### src/rtl/txpp_pkg.sv
package txpp_pkg;

  // Ownership state of the bank currently held by the host.
  typedef enum logic {
    HB_FILL = 1'b0,  // host may write
    HB_WAIT = 1'b1   // committed, waiting for the serial side to free up
  } host_bank_e;

endpackage

### src/rtl/txpp_store.sv
module txpp_store #(
  parameter int DATA_W = 8,
  parameter int DEPTH  = 32,
  parameter int BPS    = 2,
  localparam int IDX_W = $clog2(DEPTH)
) (
  input  logic                  clk,
  input  logic                  wr_en,
  input  logic                  wr_bank,
  input  logic [IDX_W-1:0]      wr_idx,
  input  logic [DATA_W-1:0]     wr_data,
  input  logic                  rd_bank,
  input  logic [IDX_W-1:0]      rd_base,
  output logic [BPS*DATA_W-1:0] rd_bytes
);

  logic [DATA_W-1:0] bank_mem [2][DEPTH];

  always_ff @(posedge clk) begin
    if (wr_en) begin
      bank_mem[wr_bank][wr_idx] <= wr_data;
    end
  end

  // One read port per byte of a slot; the earliest byte sits in the top lane.
  for (genvar g = 0; g < BPS; g++) begin : g_rd
    logic [IDX_W-1:0] lane_idx;
    assign lane_idx = rd_base + IDX_W'(g);
    assign rd_bytes[(BPS-1-g)*DATA_W +: DATA_W] = bank_mem[rd_bank][lane_idx];
  end

endmodule

### src/rtl/txpp_ctrl.sv
module txpp_ctrl
  import txpp_pkg::*;
#(
  parameter int DEPTH    = 32,
  parameter int ADDR_W   = 8,
  parameter int WIN_BASE = 0,
  localparam int IDX_W   = $clog2(DEPTH),
  localparam int CNT_W   = IDX_W + 1,
  localparam int TAG_W   = ADDR_W - IDX_W
) (
  input  logic             clk,
  input  logic             rst_n,
  input  logic             host_wr,
  input  logic [TAG_W-1:0] host_tag,
  input  logic             commit,
  input  logic [CNT_W-1:0] commit_len,
  input  logic             irq_en,
  input  logic             ser_done,
  output logic             mem_we,
  output logic             mem_bank,
  output logic [IDX_W-1:0] mem_idx,
  output logic             ser_bank,
  output logic [CNT_W-1:0] ser_len,
  output logic             ser_start,
  output logic             ser_active,
  output logic             pool_ready,
  output logic             wr_ovf,
  output logic             irq
);

  host_bank_e       hstate_q, hstate_d;
  logic             hbank_q, hbank_d;
  logic [CNT_W-1:0] wp_q, wp_d;
  logic [CNT_W-1:0] pend_len_q, pend_len_d;
  logic [CNT_W-1:0] ser_len_q, ser_len_d;
  logic             active_q, active_d;
  logic             ovf_q, ovf_d;
  logic             irq_q, irq_d;

  logic in_win, wr_ok, ovf_set, len_ok, commit_ok, swap;

  always_comb begin
    in_win    = (host_tag == TAG_W'(WIN_BASE));
    wr_ok     = host_wr && in_win && (hstate_q == HB_FILL);
    mem_we    = wr_ok && (wp_q < CNT_W'(DEPTH));
    ovf_set   = wr_ok && (wp_q == CNT_W'(DEPTH));
    len_ok    = (commit_len != '0) && (commit_len <= CNT_W'(DEPTH));
    commit_ok = commit && len_ok && (hstate_q == HB_FILL);
    swap      = (hstate_q == HB_WAIT) && !active_q;
  end

  always_comb begin
    hstate_d   = hstate_q;
    hbank_d    = hbank_q;
    wp_d       = wp_q;
    pend_len_d = pend_len_q;
    ser_len_d  = ser_len_q;
    active_d   = active_q;
    ovf_d      = ovf_q;

    if (mem_we) begin
      wp_d = wp_q + CNT_W'(1);
    end
    if (ovf_set) begin
      ovf_d = 1'b1;
    end
    if (commit_ok) begin
      hstate_d   = HB_WAIT;
      pend_len_d = commit_len;
      ovf_d      = 1'b0;
    end
    if (ser_done) begin
      active_d = 1'b0;
    end
    if (swap) begin
      hstate_d  = HB_FILL;
      hbank_d   = ~hbank_q;
      wp_d      = '0;
      ser_len_d = pend_len_q;
      active_d  = 1'b1;
    end

    irq_d = irq_en && (hstate_q == HB_FILL);
  end

  always_ff @(posedge clk or negedge rst_n) begin
    if (!rst_n) begin
      hstate_q   <= HB_FILL;
      hbank_q    <= 1'b0;
      wp_q       <= '0;
      pend_len_q <= '0;
      ser_len_q  <= '0;
      active_q   <= 1'b0;
      ovf_q      <= 1'b0;
      irq_q      <= 1'b0;
    end else begin
      hstate_q   <= hstate_d;
      hbank_q    <= hbank_d;
      wp_q       <= wp_d;
      pend_len_q <= pend_len_d;
      ser_len_q  <= ser_len_d;
      active_q   <= active_d;
      ovf_q      <= ovf_d;
      irq_q      <= irq_d;
    end
  end

  assign mem_bank   = hbank_q;
  assign mem_idx    = wp_q[IDX_W-1:0];
  assign ser_bank   = ~hbank_q;
  assign ser_len    = ser_len_q;
  assign ser_start  = swap;
  assign ser_active = active_q;
  assign pool_ready = (hstate_q == HB_FILL);
  assign wr_ovf     = ovf_q;
  assign irq        = irq_q;

endmodule

### src/rtl/txpp_shift.sv
module txpp_shift #(
  parameter int DATA_W    = 8,
  parameter int DEPTH     = 32,
  parameter int SLOT_BITS = 16,
  localparam int BPS      = SLOT_BITS / DATA_W,
  localparam int IDX_W    = $clog2(DEPTH),
  localparam int CNT_W    = IDX_W + 1,
  localparam int SUM_W    = CNT_W + 1,
  localparam int POS_W    = $clog2(SLOT_BITS)
) (
  input  logic                 clk,
  input  logic                 rst_n,
  input  logic                 bit_en,
  input  logic                 ser_start,
  input  logic                 ser_active,
  input  logic [CNT_W-1:0]     ser_len,
  input  logic [SLOT_BITS-1:0] rd_bytes,
  output logic [IDX_W-1:0]     rd_base,
  output logic                 ser_done,
  output logic                 tx_bit,
  output logic                 slot_start
);

  logic [POS_W-1:0]     pos_q, pos_d;
  logic [CNT_W-1:0]     rp_q, rp_d;
  logic [SLOT_BITS-1:0] sh_q, sh_d;
  logic                 bit_q, bit_d;
  logic                 ss_q, ss_d;
  logic                 data_q, data_d;
  logic                 last_q, last_d;

  logic [SLOT_BITS-1:0] word;
  logic                 at_load, at_end;
  logic [SUM_W-1:0]     next_rp;

  // Lanes past the committed length are padded with ones.
  for (genvar g = 0; g < BPS; g++) begin : g_lane
    logic [SUM_W-1:0] lane_pos;
    assign lane_pos = SUM_W'(rp_q) + SUM_W'(g);
    assign word[(BPS-1-g)*DATA_W +: DATA_W] =
      (lane_pos < SUM_W'(ser_len)) ? rd_bytes[(BPS-1-g)*DATA_W +: DATA_W]
                                   : {DATA_W{1'b1}};
  end

  always_comb begin
    at_load = bit_en && (pos_q == '0);
    at_end  = bit_en && (pos_q == POS_W'(SLOT_BITS-1));
    next_rp = SUM_W'(rp_q) + SUM_W'(BPS);

    pos_d  = pos_q;
    rp_d   = rp_q;
    sh_d   = sh_q;
    bit_d  = bit_q;
    ss_d   = ss_q;
    data_d = data_q;
    last_d = last_q;

    if (bit_en) begin
      pos_d = at_end ? '0 : pos_q + POS_W'(1);
    end

    if (at_load) begin
      ss_d = 1'b1;
      if (ser_active) begin
        bit_d  = word[SLOT_BITS-1];
        sh_d   = {word[SLOT_BITS-2:0], 1'b1};
        rp_d   = next_rp[CNT_W-1:0];
        data_d = 1'b1;
        last_d = (next_rp >= SUM_W'(ser_len));
      end else begin
        bit_d  = 1'b1;
        sh_d   = '1;
        data_d = 1'b0;
        last_d = 1'b0;
      end
    end else if (bit_en) begin
      ss_d  = 1'b0;
      bit_d = sh_q[SLOT_BITS-1];
      sh_d  = {sh_q[SLOT_BITS-2:0], 1'b1};
    end

    if (ser_start) begin
      rp_d = '0;
    end
  end

  always_ff @(posedge clk or negedge rst_n) begin
    if (!rst_n) begin
      pos_q  <= '0;
      rp_q   <= '0;
      sh_q   <= '1;
      bit_q  <= 1'b1;
      ss_q   <= 1'b0;
      data_q <= 1'b0;
      last_q <= 1'b0;
    end else begin
      pos_q  <= pos_d;
      rp_q   <= rp_d;
      sh_q   <= sh_d;
      bit_q  <= bit_d;
      ss_q   <= ss_d;
      data_q <= data_d;
      last_q <= last_d;
    end
  end

  assign rd_base    = rp_q[IDX_W-1:0];
  assign ser_done   = at_end && data_q && last_q;
  assign tx_bit     = bit_q;
  assign slot_start = ss_q;

endmodule

### src/rtl/txpp_buffer.sv
module txpp_buffer #(
  parameter int DATA_W    = 8,
  parameter int DEPTH     = 32,
  parameter int SLOT_BITS = 16,
  parameter int ADDR_W    = 8,
  parameter int WIN_BASE  = 0,
  localparam int IDX_W    = $clog2(DEPTH),
  localparam int CNT_W    = IDX_W + 1,
  localparam int BPS      = SLOT_BITS / DATA_W
) (
  input  logic              clk,
  input  logic              rst_n,
  input  logic              host_wr,
  input  logic [ADDR_W-1:0] host_addr,
  input  logic [DATA_W-1:0] host_data,
  input  logic              commit,
  input  logic [CNT_W-1:0]  commit_len,
  input  logic              irq_en,
  input  logic              bit_en,
  output logic              tx_bit,
  output logic              slot_start,
  output logic              pool_ready,
  output logic              wr_ovf,
  output logic              irq
);

  // Reset: asserted asynchronously, released on the second clock edge.
  logic [1:0] rst_pipe_q;
  logic       rst_sync_n;

  always_ff @(posedge clk or negedge rst_n) begin
    if (!rst_n) begin
      rst_pipe_q <= 2'b00;
    end else begin
      rst_pipe_q <= {rst_pipe_q[0], 1'b1};
    end
  end
  assign rst_sync_n = rst_pipe_q[1];

  // Address bits inside the window carry no meaning for writes.
  logic unused_low_addr;
  assign unused_low_addr = ^host_addr[IDX_W-1:0];

  logic                 mem_we, mem_bank, ser_bank;
  logic [IDX_W-1:0]     mem_idx, rd_base;
  logic [CNT_W-1:0]     ser_len;
  logic                 ser_start, ser_active, ser_done;
  logic [SLOT_BITS-1:0] rd_bytes;

  txpp_ctrl #(
    .DEPTH    (DEPTH),
    .ADDR_W   (ADDR_W),
    .WIN_BASE (WIN_BASE)
  ) u_ctrl (
    .clk        (clk),
    .rst_n      (rst_sync_n),
    .host_wr    (host_wr),
    .host_tag   (host_addr[ADDR_W-1:IDX_W]),
    .commit     (commit),
    .commit_len (commit_len),
    .irq_en     (irq_en),
    .ser_done   (ser_done),
    .mem_we     (mem_we),
    .mem_bank   (mem_bank),
    .mem_idx    (mem_idx),
    .ser_bank   (ser_bank),
    .ser_len    (ser_len),
    .ser_start  (ser_start),
    .ser_active (ser_active),
    .pool_ready (pool_ready),
    .wr_ovf     (wr_ovf),
    .irq        (irq)
  );

  txpp_store #(
    .DATA_W (DATA_W),
    .DEPTH  (DEPTH),
    .BPS    (BPS)
  ) u_store (
    .clk      (clk),
    .wr_en    (mem_we),
    .wr_bank  (mem_bank),
    .wr_idx   (mem_idx),
    .wr_data  (host_data),
    .rd_bank  (ser_bank),
    .rd_base  (rd_base),
    .rd_bytes (rd_bytes)
  );

  txpp_shift #(
    .DATA_W    (DATA_W),
    .DEPTH     (DEPTH),
    .SLOT_BITS (SLOT_BITS)
  ) u_shift (
    .clk        (clk),
    .rst_n      (rst_sync_n),
    .bit_en     (bit_en),
    .ser_start  (ser_start),
    .ser_active (ser_active),
    .ser_len    (ser_len),
    .rd_bytes   (rd_bytes),
    .rd_base    (rd_base),
    .ser_done   (ser_done),
    .tx_bit     (tx_bit),
    .slot_start (slot_start)
  );

endmodule

### config.mk
export PLATFORM = sky130hd
export DESIGN_NAME = txpp_buffer
export DESIGN_NICKNAME = d
export VERILOG_FILES = /design/src/rtl/txpp_pkg.sv /design/src/rtl/txpp_store.sv /design/src/rtl/txpp_ctrl.sv /design/src/rtl/txpp_shift.sv /design/src/rtl/txpp_buffer.sv
export SDC_FILE = /design/constraint.sdc
export NUM_CORES = 1
export LEC_CHECK = 0
export BUFFER_PORTS_ARGS = -buffer_cell sky130_fd_sc_hd__buf_2
export CAP_MARGIN = 10
export CORE_ASPECT_RATIO = 1.25
export CORE_UTILIZATION = 48
export DETAILED_ROUTE_END_ITERATION = 16
export GPL_ROUTABILITY_DRIVEN = 1
export SYNTH_ARGS = -nofsm -noshare
export SYNTH_HDL_FRONTEND = slang
export SYNTH_SLANG_ARGS = --single-unit
### constraint.sdc
create_clock -name clk -period 2.1 [get_ports clk]
set_clock_uncertainty 0.2 [all_clocks]
set_input_delay 0.63 -clock clk [delete_from_list [all_inputs] [get_ports clk]]
set_output_delay 0.63 -clock clk [all_outputs]
set_load 0.05 [all_outputs]
# After elaboration in Yosys (flattened, before gate mapping)
# Memory sizes are Yosys's and may differ from the RTL's.
# Cells that the tools add are included.
# word_totals
reg_bits	55
ramBits	512
input_bits	28
output_inout_bits	5
elab_cells	98
mem_count	1
# classes
addsub	5
n_lt_le_gt_ge	9
n_eq_ne	2
muxes	34
bitwise	5
n_reduce_logical	26
# mem_list
memory	words	word_bits	rd	rd_ports_with_merged_regs	wr	line_no	text
u_store.bank_mem	2	256	1	0	1	txpp_store.sv:17	logic [DATA_W-1:0] bank_mem [2][DEPTH];
# ops
operator	count
two-way mux 256 bit	1
binary-select mux 8 bit (select 5 bit)	2
two-way mux 8 bit	7
two-way mux 16 bit	3
demux 8 bit (select 5 bit)	1
two-way mux 6 bit	5
greater-or-equal comparator 6 bit, second input constant	3
inverter 5 -> 6 bit	3
logical AND 1 bit	14
two-way mux 1 bit	14
nonzero test 2 bit	7
adder 6 x 1 -> 7 bit, second input constant	1
adder 6 x 2 -> 7 bit, second input constant	1
greater-or-equal comparator 7 x 6 -> 1 bit	1
< comparator 7 x 6 -> 1 bit	1
adder 6 x 1 -> 6 bit, second input constant	1
equality test 6 bit, second input constant	1
less-or-equal comparator 6 bit, second input constant	1
< comparator 6 x 1 -> 1 bit, second input constant	1
< comparator 6 bit	1
< comparator 6 bit, second input constant	1
nonzero test 6 bit	1
adder 5 x 1 -> 5 bit, second input constant	1
adder 4 x 1 -> 4 bit, second input constant	1
other kinds (7)	8

# Logic depth before layout (Yosys ltp)
# Gate-level depths: netlist (run 1).
# depth
depth_word	8
depth_mapped	10
mapped_depth_nobuf	8

# By module
# Synthesis (run 1) repeated with hierarchy kept, for this count alone.
# hier_totals
cells_unflattened	1611
area_unflattened_um2	27258.6
# modules_own_cells
mod	instances	cells_per_inst	area_per_inst_um2	seq_area_each_um2
txpp_store	1	1310	24208.2	15374.7
txpp_shift	1	179	1780.5	720.7
txpp_ctrl	1	119	1216.2	575.6
txpp_buffer	1	3	53.8	50.0

# Worst setup path before layout (run 1)
# Ideal clock, no wire load.
# synth_timing
kind	input to register
from	in host_addr[6]
to	mem u_store.bank_mem[0][0] (netlist name), enable pin
setup_time_ns	0.383
t_arrival_ns	2.378
t_required_ns	1.517
path_slack_ns	-0.861
cell_stages	5
path_buffers	1
cell_sequence	or4_1 > nor3_1 > buf_2 > nand2_1 > nor3_1
# synth_between
elab_chain_cells	6
# synth_rtl
element	line_no	text
start: declaration	txpp_buffer.sv:14	input logic [ADDR_W-1:0] host_addr,
zero test 3 bit	txpp_ctrl.sv:43	in_win = (host_tag == TAG_W'(WIN_BASE));
logical AND 1 bit (2 in series)	txpp_ctrl.sv:44	wr_ok = host_wr && in_win && (hstate_q == HB_FILL);
logical AND 1 bit	txpp_ctrl.sv:45	mem_we = wr_ok && (wp_q < CNT_W'(DEPTH));
two-way mux 1 bit	txpp_store.sv:20	if (wr_en) begin
two-way mux 256 bit (implied by the code)	txpp_store.sv:21	bank_mem[wr_bank][wr_idx] <= wr_data;
end: declaration	txpp_store.sv:17	
# Every way passes these cells.

# Worst setup path in the final report (run 1)
# layout_timing
from	reg u_ctrl.hbank_q (netlist: u_ctrl.mem_bank)
to	reg u_shift.sh_q[2]
# layout_between
elab_chain_cells	8
# layout_rtl
element	line_no	text
start: declaration	txpp_ctrl.sv:32	logic hbank_q, hbank_d;
start signal: assignment	txpp_ctrl.sv:98	hbank_q <= hbank_d;
inverter 1 bit	txpp_ctrl.sv:110	assign ser_bank = ~hbank_q;
memory read (2 x 256 bit)	n/a	
binary-select mux 8 bit (select 5 bit)	txpp_store.sv:29	assign rd_bytes[(BPS-1-g)*DATA_W +: DATA_W] = bank_mem[rd_bank][lane_idx];
two-way mux 8 bit (implied by the code) (2 in series)	txpp_store.sv:29	
two-way mux 8 bit	txpp_shift.sv:41	(lane_pos < SUM_W'(ser_len)) ? rd_bytes[(BPS-1-g)*DATA_W +: DATA_W]
two-way mux 16 bit	txpp_shift.sv:64	if (ser_active) begin
two-way mux 16 bit	txpp_shift.sv:62	if (at_load) begin
end signal: assignment	txpp_shift.sv:91	sh_q <= '1;
end signal: assignment	txpp_shift.sv:99	sh_q <= sh_d;
end: declaration	txpp_shift.sv:26	logic [SLOT_BITS-1:0] sh_q, sh_d;
# Every way passes these cells. The select of a mux whose other input is x is not followed.
# A chain may end at the register's enable or synchronous reset.

==> metrics.md, run 1 <==
| Metric | Value |
|---|---|
| Syn Area/Cell | 18.70 um^2 |
| Layout Nets | 1,446 |
| Post-route minimum period | 2.430 ns |
| Clock buffer depth | 3 |
| Die X | 195.9 um |
| Post-synth EDFFs | 512 |
| Initial Util | 0.4877 |
| Syn_nets | 1,257 |
| Static leakage | 9.141 nW |
| Post-synthesis sequential area ratio | 0.7414 |
| Power Density | 1007 mW/mm^2 |
| Setup TNS | -81.22 ns |
| Area leader, netlist | edfxtp_1 |
| First-pass GRT wire length | 82,640 um |
| CORE AREA | 0.04624 mm^2 |
| Remaining DRCs | 0 |
| Gpl congestion | 0.8526 |
| Outcome | complete, but fails checks |
| Die Span Y | 244.3 um |
| Vias in the first global route | 12,470 |
| R2R depth | 6 |
| I/O Buffers | 27 |
| Cells after synthesis | 1,206 |
| Reg2reg start | u_ctrl.mem_bank |
| # Max-Cap Violations | 0 |
| Area contributors post-synth | edfxtp_1, mux4_2, dfrtp_1, dfstp_2, nor2_1 |
| Critical path origin | u_ctrl.mem_bank |
| Setup repair after global routing missed its margin | true |
| Critical path data required time | 2.40 ns |
| Root Buffer | clkbuf_16 |
| Arr. time, crit path | 2.73 ns |
| Synthesis-to-finish area growth | 22.47% |
| Synth Flop Type | edfxtp_1 |
| Clock-pin transition on the worst setup and hold timing paths | 0.07 ns |
| Startpoint types | flop |
| Most common cell in the synthesized netlist | edfxtp_1 |
| Cell Rows | 88 |
| Via count | 12,040 |
| Max Fclk | 411.5 MHz |
| Critical path type | flop to flop |
| Largest net degree at the start of global routing | 65 |
| HPWL Detailed | 36,480 um |
| Crit end category | flop |
| Clk_lat worst skew | 0.58 ns |
| Most frequent cells after synthesis | edfxtp_1, mux4_2, nor2_1 |
| Area of the mapped netlist | 0.02255 mm^2 |
| Peak VDD IR | 550.0 uV |
| Io pins | 33 |
| WL final | 57,400 um |
| Final hold vios | 0 |
| Final Cycle Share | 1.157 |
| Slew margin rel. | 0.5393 |
| Drt wl/cell | 28.40 um |
| Hold WS | 0.05867 ns |
| CTS tree | done |
| Synth Register Bits | 565 |
| H-tree depth | 2 |
| Slack of the critical path | -0.3301 ns |
| TritonCTS Buffers | 52 |
| Worst-margin pin slew | 0.6903 ns |
| Tot GR Track Use | 0.2427 |
| Warnings from Yosys | 0 |
| Post-route ant nets | 0 |
| Die area | 0.04786 mm^2 |
| Yosys top cell area share | 0.6817 |
| Share of layout cells above drive strength 1 | 0.3962 |
| Number of antenna violations at the first check in global routing | 0 |
| Max Slew Vio Count | 0 |
| Hold Path Class | flop to async pin |
| Failing checks | negative setup slack |
| Router iterations before antenna repair | 5 |
| Synth cell types | 57 |
| Total congestion overflow | 0 |
| Via-per-instance ratio | 5.956 |
| Final setup fails | 515 |
| CP Max Fanout | 7 |
| DR iter-0 viols | 1,155 |
| CTS Sinks | 565 |
| Fraction of registers with async set or reset after synthesis | 0.09381 |
| Antenna diodes | 0 |
## flip-flops by register name, indices dropped and copies added (netlist names), 2 cells and up
signal and cells:
rst_pipe_q 2, u_ctrl.pend_len_q 6, u_ctrl.ser_len 6, u_ctrl.wp_q 6, u_shift.pos_q 4, u_shift.rp_q 5
u_shift.sh_q 15, u_store.bank_mem 512
## worst paths after layout
path,endpoint,slack (ns)
worst max-delay path,u_shift.sh_q[2],-0.33
worst min-delay path,u_shift.rp_q[4],0.06
worst max register to register,u_shift.sh_q[2],-0.33
worst min register to register,u_shift.rp_q[4],0.06
max in group asynchronous,u_shift.sh_q[3],1.01
min in group clk,u_ctrl.wr_ovf,0.09
## area by class of cell
| type | count | area (um^2) |
|---|---|---|
| Tap cell | 585 | 732.0 |
| Clock inverter | 36 | 460.4 |
| Inverter | 20 | 82.58 |
| Multi-Input combinational cell | 556 | 6252 |
| Timing Repair Buffer | 200 | 2013 |
| Fill cell | 3388 | 18620 |
| Clock buffer | 59 | 1349 |
| Sequential cell | 565 | 16730 |
## metal layers
metal	routed length, um	vias to the layer above	global-route usage
li1	-	5220	-
met1	22960	6259	0.3144
met2	28630	440	0.4080
met3	3483	119	0.04027
met4	2326	0	0.1006
met5	0	-	0
## stage by stage
stage                       util  power, mW  cells  setup WS (ns)  cell area, um^2
final                     0.5973      27.83   2021        -0.3301            27620
after global routing      0.5973      28.67   2021        -0.3583            27620
after CTS                 0.5871      27.73   2003        -0.3124            27150
after detailed placement  0.5440      17.71   1901        -0.7249            25160
after global placement    0.5440      17.67   1901        -0.7021            25160
after floorplan                -      15.60   1206        -0.5520            23230
## kinds of logic after synthesis
| group | synth area share |
|---|---|
| flip-flops | 0.7414 |
| other | 0.0001663 |
| AO/OA/AOI/OAI | 0.04011 |
| adder cells (fa/ha/maj) | 0.01276 |
| AND/OR/NAND/NOR | 0.04549 |
| multiplexers | 0.1374 |
| XOR/XNOR | 0.003883 |
| buffers and inverters | 0.01881 |
## where the power goes
part           internal [mW]  switching, mW  leakage [nW]
sequential              12.6          0.207          5.22
clock                   5.96           4.06         0.876
combinational           2.22           2.81          3.04
## critical path, stage by stage, from the launching register on
cell and delay (ns):
dfrtp_4 0.50, buf_4 0.18, clkbuf_16 0.17, mux4_2 0.52, mux4_2 0.55, o221ai_2 0.16
o22ai_1 0.09
## placed cells by master (no fill, tap or decap), types with 18 or more instances in the layout
cell         n
edfxtp_1   512
mux4_2     115
buf_4      115
nor2_4      60
nand2_1     59
clkbuf_16   57
nor2_1      38
dfrtp_1     32
mux2_2      28
buf_12      26
o21ai_0     25
buf_2       25
ha_1        21
buf_6       21
a21oi_1     18
## repair_timing
action,CTS,global route
hold endpoints to repair,2,0
hold buffers,1,0
gates resized for setup,34,58
setup endpoints to repair,534,535
pin swaps,13,28
setup buffers,6,14
gates cloned,0,6
No activity file was read; power rests on OpenSTA's default activity.
==> inputs of run 2 (changes only) <==
- SKIP_CTS_REPAIR_TIMING: not set -> 1
==> run 2 against run 1 <==
Compared with the run above:
- the run still ends with negative setup slack left
- utilization down 0.35 points
- wire length down 0.80%
- non-clock buffer count down 1
- die area unchanged
- maximum frequency down 2.0%
- sequential power about the same
- flip-flop and latch count unchanged
- sequential share of layout area up 0.35 points
- total power down 0.43%
- global-route usage down 0.090 points
==> metrics.md, run 2 (synthesis gave the netlist of run 1 again) <==
| Metric | Value |
|---|---|
| Largest net degree at the start of global routing | 65 |
| Reg2Reg Setup Slack | -0.38 ns |
| Clock power frac | 0.361 |
| Drt wl/cell | 28.19 um |
| Die X | 195.9 um |
| Max Slew Vio Count | 0 |
| Via-per-instance ratio | 5.951 |
| Largest Register | u_store.bank_mem |
| Sw Ratio | 0.2529 |
| Reg2reg start | u_ctrl.mem_bank |
| CTS tree | done |
| Worst-margin pin slew | 1.089 ns |
| Sequential power share | 0.461 |
| Final hold vios | 0 |
| CP cell instances | buf_6 > clkbuf_16 > buf_12 > mux4_2 > mux4_2 > o221ai_2 > o22ai_1 |
| Io pins | 33 |
| Remaining DRCs | 0 |
| Via count | 12,020 |
| Tot GR Track Use | 0.2418 |
| TritonCTS Buffers | 52 |
| Clock buffer depth | 3 |
| Max Fclk | 403.4 MHz |
| Internal power | 20.70 mW |
| Setup repair after global routing missed its margin | true |
| Static leakage | 9.098 nW |
| H-tree depth | 2 |
| Gpl congestion | 0.8526 |
| Commonest cells after routing, fill and taps aside | edfxtp_1, buf_4, mux4_2 |
| Peak VDD IR | 555.2 uV |
| Cell Rows | 88 |
| HPWL Detailed | 36,480 um |
| Power share of the combinational group | 0.178 |
| Setup TNS | -145.43 ns |
| Critical path data required time | 2.40 ns |
| Failing checks | negative setup slack |
| Synthesis-to-finish area growth | 21.75% |
| Number of antenna violations at the first check in global routing | 0 |
| Largest register FFs | 512 |
| Root Buffer | clkbuf_16 |
| Die area | 0.04786 mm^2 |
| Vias in the first global route | 12,390 |
| CP Max Fanout | 7 |
| First-pass GRT wire length | 82,340 um |
| Share of layout cells above drive strength 1 | 0.3840 |
| Layout Nets | 1,445 |
| Critical path type | flop to flop |
| WL final | 56,940 um |
| Most common cell after layout, fill and taps aside | edfxtp_1 |
| Hold Path Class | flop to async pin |
| Max incr delay on CP | 0.54 ns |
| Arr. time, crit path | 2.78 ns |
| Post-route minimum period | 2.479 ns |
| Crit-path slowest cell | dfrtp_4 |
| Final setup fails | 534 |
| Power Density | 1009 mW/mm^2 |
| Post-route ant nets | 0 |
| Slack of the critical path | -0.3789 ns |
| R2R depth | 7 |
| Clock-pin transition on the worst setup and hold timing paths | 0.07 ns |
| Pre-CTS WS | -0.7249 ns |
| Initial Util | 0.4877 |
| Largest regs | u_store.bank_mem: 512 flops, u_shift.sh_q: 15 flops |
| Total congestion overflow | 0 |
| R2r endpoint | u_shift.sh_q[2] |
| Outcome | complete, but fails checks |
| Slew margin rel. | 0.2710 |
| Clk_lat worst skew | 0.58 ns |
| P_sw | 7.007 mW |
| CORE AREA | 0.04624 mm^2 |
| Final Cycle Share | 1.180 |
| # fillers | 3,384 |
| Die Span Y | 244.3 um |
| Crit end category | flop |
| Antenna diodes | 0 |
| Startpoint types | flop |
| DR iter-0 viols | 1,124 |
| I/O Buffers | 27 |
| # Max-Cap Violations | 0 |
| Router iterations before antenna repair | 7 |
| Cell mode on critical path | mux4_2 |
| CTS Sinks | 565 |
-- run 2: area by class of cell --
| class | count | area [um^2] | share of cell area |
|---|---|---|---|
| sequential | 565 | 16730 | 0.6093 |
| inverter | 20 | 82.58 | 0.003007 |
| tap | 585 | 732.0 | 0.02666 |
| timing repair buffer | 199 | 1937 | 0.07054 |
| clock buffer | 59 | 1349 | 0.04912 |
| clock inverter | 36 | 460.4 | 0.01677 |
| multi-input combinational | 556 | 6167 | 0.2246 |
-- run 2: layer usage --
layer | wire, um | up-vias | global-route usage
li1 | - | 5220 | -
met1 | 22720 | 6223 | 0.3156
met2 | 28580 | 461 | 0.4049
met3 | 3497 | 117 | 0.03930
met4 | 2136 | 0 | 0.09972
met5 | 0 | - | 0
-- run 2: worst max path at each step --
stage	from	endpoint	slack, ns
2_1_floorplan	host_addr[6]	u_store.bank_mem[0][10]	-0.55
3_3_place_gp	host_addr[6]	u_store.bank_mem[0][217]	-0.70
3_5_place_dp	host_addr[6]	u_store.bank_mem[0][24]	-0.72
4_1_cts	u_ctrl.hstate_q	u_store.bank_mem[0][61]	-0.42
5_1_grt	u_ctrl.mem_bank	u_store.bank_mem[0][62]	-0.44
6_report	u_ctrl.mem_bank	u_shift.sh_q[2]	-0.38
-- run 2: critical path, delay by kind of cell (launching register included) --
kind	cells	cell delay (ns)
AO/OA/AOI/OAI	2	0.23
buffers and inverters	3	0.44
flip-flops	1	0.54
multiplexers	2	0.99
-- run 2: per-stage QoR --
stage / std cells / instance area (um^2) / util / hold slack [ns] / total power [mW]
2_1_floorplan: 1206 / 23230 / - / 0.1312 / 15.60
6_report: 2020 / 27460 / 0.5938 / 0.06023 / 27.71
3_5_place_dp: 1901 / 25160 / 0.5440 / 0.06816 / 17.71
5_1_grt: 2020 / 27460 / 0.5938 / 0.07514 / 28.54
3_3_place_gp: 1901 / 25160 / 0.5440 / 0.06200 / 17.67
4_1_cts: 1996 / 26970 / 0.5831 / -0.4032 / 27.66
-- run 2: power groups by stage --
stage / Clock, mW / Combinational (mW) / Sequential, mW
final: 10.0 / 4.92 / 12.8
after global routing: 10.5 / 5.22 / 12.8
after CTS: 10.2 / 4.73 / 12.8
after detailed placement: 0 / 4.71 / 13.0
after global placement: 0 / 4.67 / 13.0
after floorplan: 0 / 2.60 / 13.0
==> inputs of run 3 (changes only) <==
- CELL_PAD_IN_SITES_DETAIL_PLACEMENT: not set -> 1
- CELL_PAD_IN_SITES_GLOBAL_PLACEMENT: not set -> 2
- PLACE_DENSITY_LB_ADDON: not set -> 0.1
==> run 3 against run 2 <==
Compared with the run above:
- the run still ends with negative setup slack left
- register-to-register slack better by 0.06 ns
- global-route usage increased by 1.2 points
- sequential share of layout area fell by 0.17 points
- total power shrank 0.53%
- sequential power hardly changed
- clock-buffer cell count unchanged
- hold slack gained 0.00091 ns
- setup slack gained 0.060 ns
- design area rose by 0.28%
- final cell count grew 0.50%
- highest routed layer unchanged
==> metrics.md, run 3 (synthesis gave the netlist of run 1 again) <==
| Metric | Value |
|---|---|
| Outcome | complete, but fails checks |
| Failing checks | negative setup slack |
| Die area | 0.04786 mm^2 |
| Share of layout cells above drive strength 1 | 0.3924 |
| CP Max Fanout | 7 |
| CORE AREA | 0.04624 mm^2 |
| CTS Sinks | 565 |
| Met2 usage | 0.4495 |
| CP cell instances | buf_12 > mux4_1 > mux4_2 > nand2b_4 > o211ai_1 > a2bb2oi_1 |
| Largest register FFs | 512 |
| Largest Register | u_store.bank_mem |
| Worst-margin pin slew | 0.5181 ns |
| Cell Rows | 88 |
| Tot GR Track Use | 0.2533 |
| First-pass GRT wire length | 86,060 um |
| Initial Util | 0.4877 |
| Final hold vios | 0 |
| Remaining DRCs | 0 |
| Static leakage | 9.095 nW |
| I/O Buffers | 27 |
| Max Slew Vio Count | 0 |
| Crit path max-delay family | multiplexers |
| Global Route met1 Usage | 0.3262 |
| Pre-CTS WS | -0.7349 ns |
| Most Crowded Layer GR | met2 |
| Root Buffer | clkbuf_16 |
| Setup repair after global routing missed its margin | true |
| Synthesis-to-finish area growth | 22.09% |
| Largest regs | u_store.bank_mem: 512 flops, u_shift.sh_q: 15 flops |
| # Max-Cap Violations | 0 |
| Arr. time, crit path | 2.74 ns |
| Clk_lat worst skew | 0.62 ns |
| TritonCTS Buffers | 55 |
| Via count | 11,960 |
| Post-route ant nets | 0 |
| HPWL Detailed | 38,620 um |
| Worst path buffer plus inverter count | 1 |
| Final Cycle Share | 1.152 |
| Post-Layout Cell Count | 2,030 |
| Number of antenna violations at the first check in global routing | 0 |
| Layout Nets | 1,451 |
| Die X | 195.9 um |
| Clock-pin transition on the worst setup and hold timing paths | 0.06 ns |
| Cell area after placement | 0.02526 mm^2 |
| Router iterations before antenna repair | 5 |
| Io pins | 33 |
| Final setup fails | 525 |
| Gpl congestion | 0.8426 |
| Die Span Y | 244.3 um |
| Clock buffer depth | 3 |
| H-tree depth | 2 |
| Total congestion overflow | 0 |
| Power Density | 1001 mW/mm^2 |
| Placed insts | 1,912 |
| Post-route minimum period | 2.419 ns |
| Max Fclk | 413.3 MHz |
| Vias in the first global route | 12,690 |
| Critical path type | flop to flop |
| Crit end category | flop |
| # fillers | 4,022 |
| Commonest cells after routing, fill and taps aside | edfxtp_1, buf_4, mux4_2 |
| Hold Path Class | input port to flop |
| Most common cell after layout, fill and taps aside | edfxtp_1 |
| Crit-path slowest cell | mux4_1 |
| Drt wl/cell | 28.94 um |
| CTS tree | done |
| Via-per-instance ratio | 5.890 |
| Slack of the critical path | -0.3194 ns |
| WL final | 58,750 um |
| Slew margin rel. | 0.6546 |
| Antenna diodes | 0 |
| Largest net degree at the start of global routing | 65 |
| Max incr delay on CP | 0.61 ns |
| Startpoint types | flop |
| Critical path data required time | 2.43 ns |
| Post-route cell area | 0.02754 mm^2 |
| Grt met3 use | 0.02689 |
| Peak VDD IR | 709.9 uV |
| DR iter-0 viols | 781 |
-- run 3: changes by cell type in the layout (fill, tap and decap cells not counted), moves of 4 or more --
cell       change
bufinv_16      -7
buf_6          +5
clkbuf_1       -4
clkinv_1       +4
clkinv_4       +4
-- run 3: layout make-up --
cell class	count	area [um^2]	area share
sequential	565	16730	0.6076
multi-input combinational	556	6211	0.2256
timing repair buffer	202	2006	0.07284
clock buffer	59	1423	0.05167
tap	585	732.0	0.02658
clock inverter	43	350.3	0.01272
inverter	20	82.58	0.002999
-- run 3: per-layer routing --
layer  part of all wire  routed length (um)
met1               0.40               23790
met2               0.53               31140
met3              0.037                2149
met4              0.028                1664
met5                  0                   0
-- run 3: final timing paths --
kind                                 start              end  slack [ns]  depth (start not counted)
hold reg to reg              rst_pipe_q[0]    rst_pipe_q[1]        0.16                          0
setup reg to reg           u_ctrl.mem_bank  u_shift.sh_q[7]       -0.32                          6
max in group asynchronous    rst_pipe_q[1]  u_shift.sh_q[7]        1.07                          1
hold / removal                      commit    u_ctrl.wr_ovf        0.06                          2
min in group asynchronous            rst_n    rst_pipe_q[0]        0.12                          2
setup / recovery           u_ctrl.mem_bank  u_shift.sh_q[7]       -0.32                          6
-- run 3: power breakdown --
part           total, mW  switching (mW)  leakage [nW]  internal, mW
combinational       5.12            2.85          3.00          2.27
sequential          12.8           0.187          5.22          12.6
clock               9.68            4.26         0.872          5.42
-- run 3: through the flow --
step	hold slack, ns	util	total power [mW]	TNS, ns
after global routing	0.07264	0.5954	28.41	-132.05
after CTS	-0.4450	0.5847	27.54	-186.52
after global placement	0.1468	0.5463	17.82	-334.30
final	0.06114	0.5954	27.56	-101.96
after detailed placement	0.1364	0.5463	17.87	-355.52
after floorplan	0.1312	-	15.60	-231.10
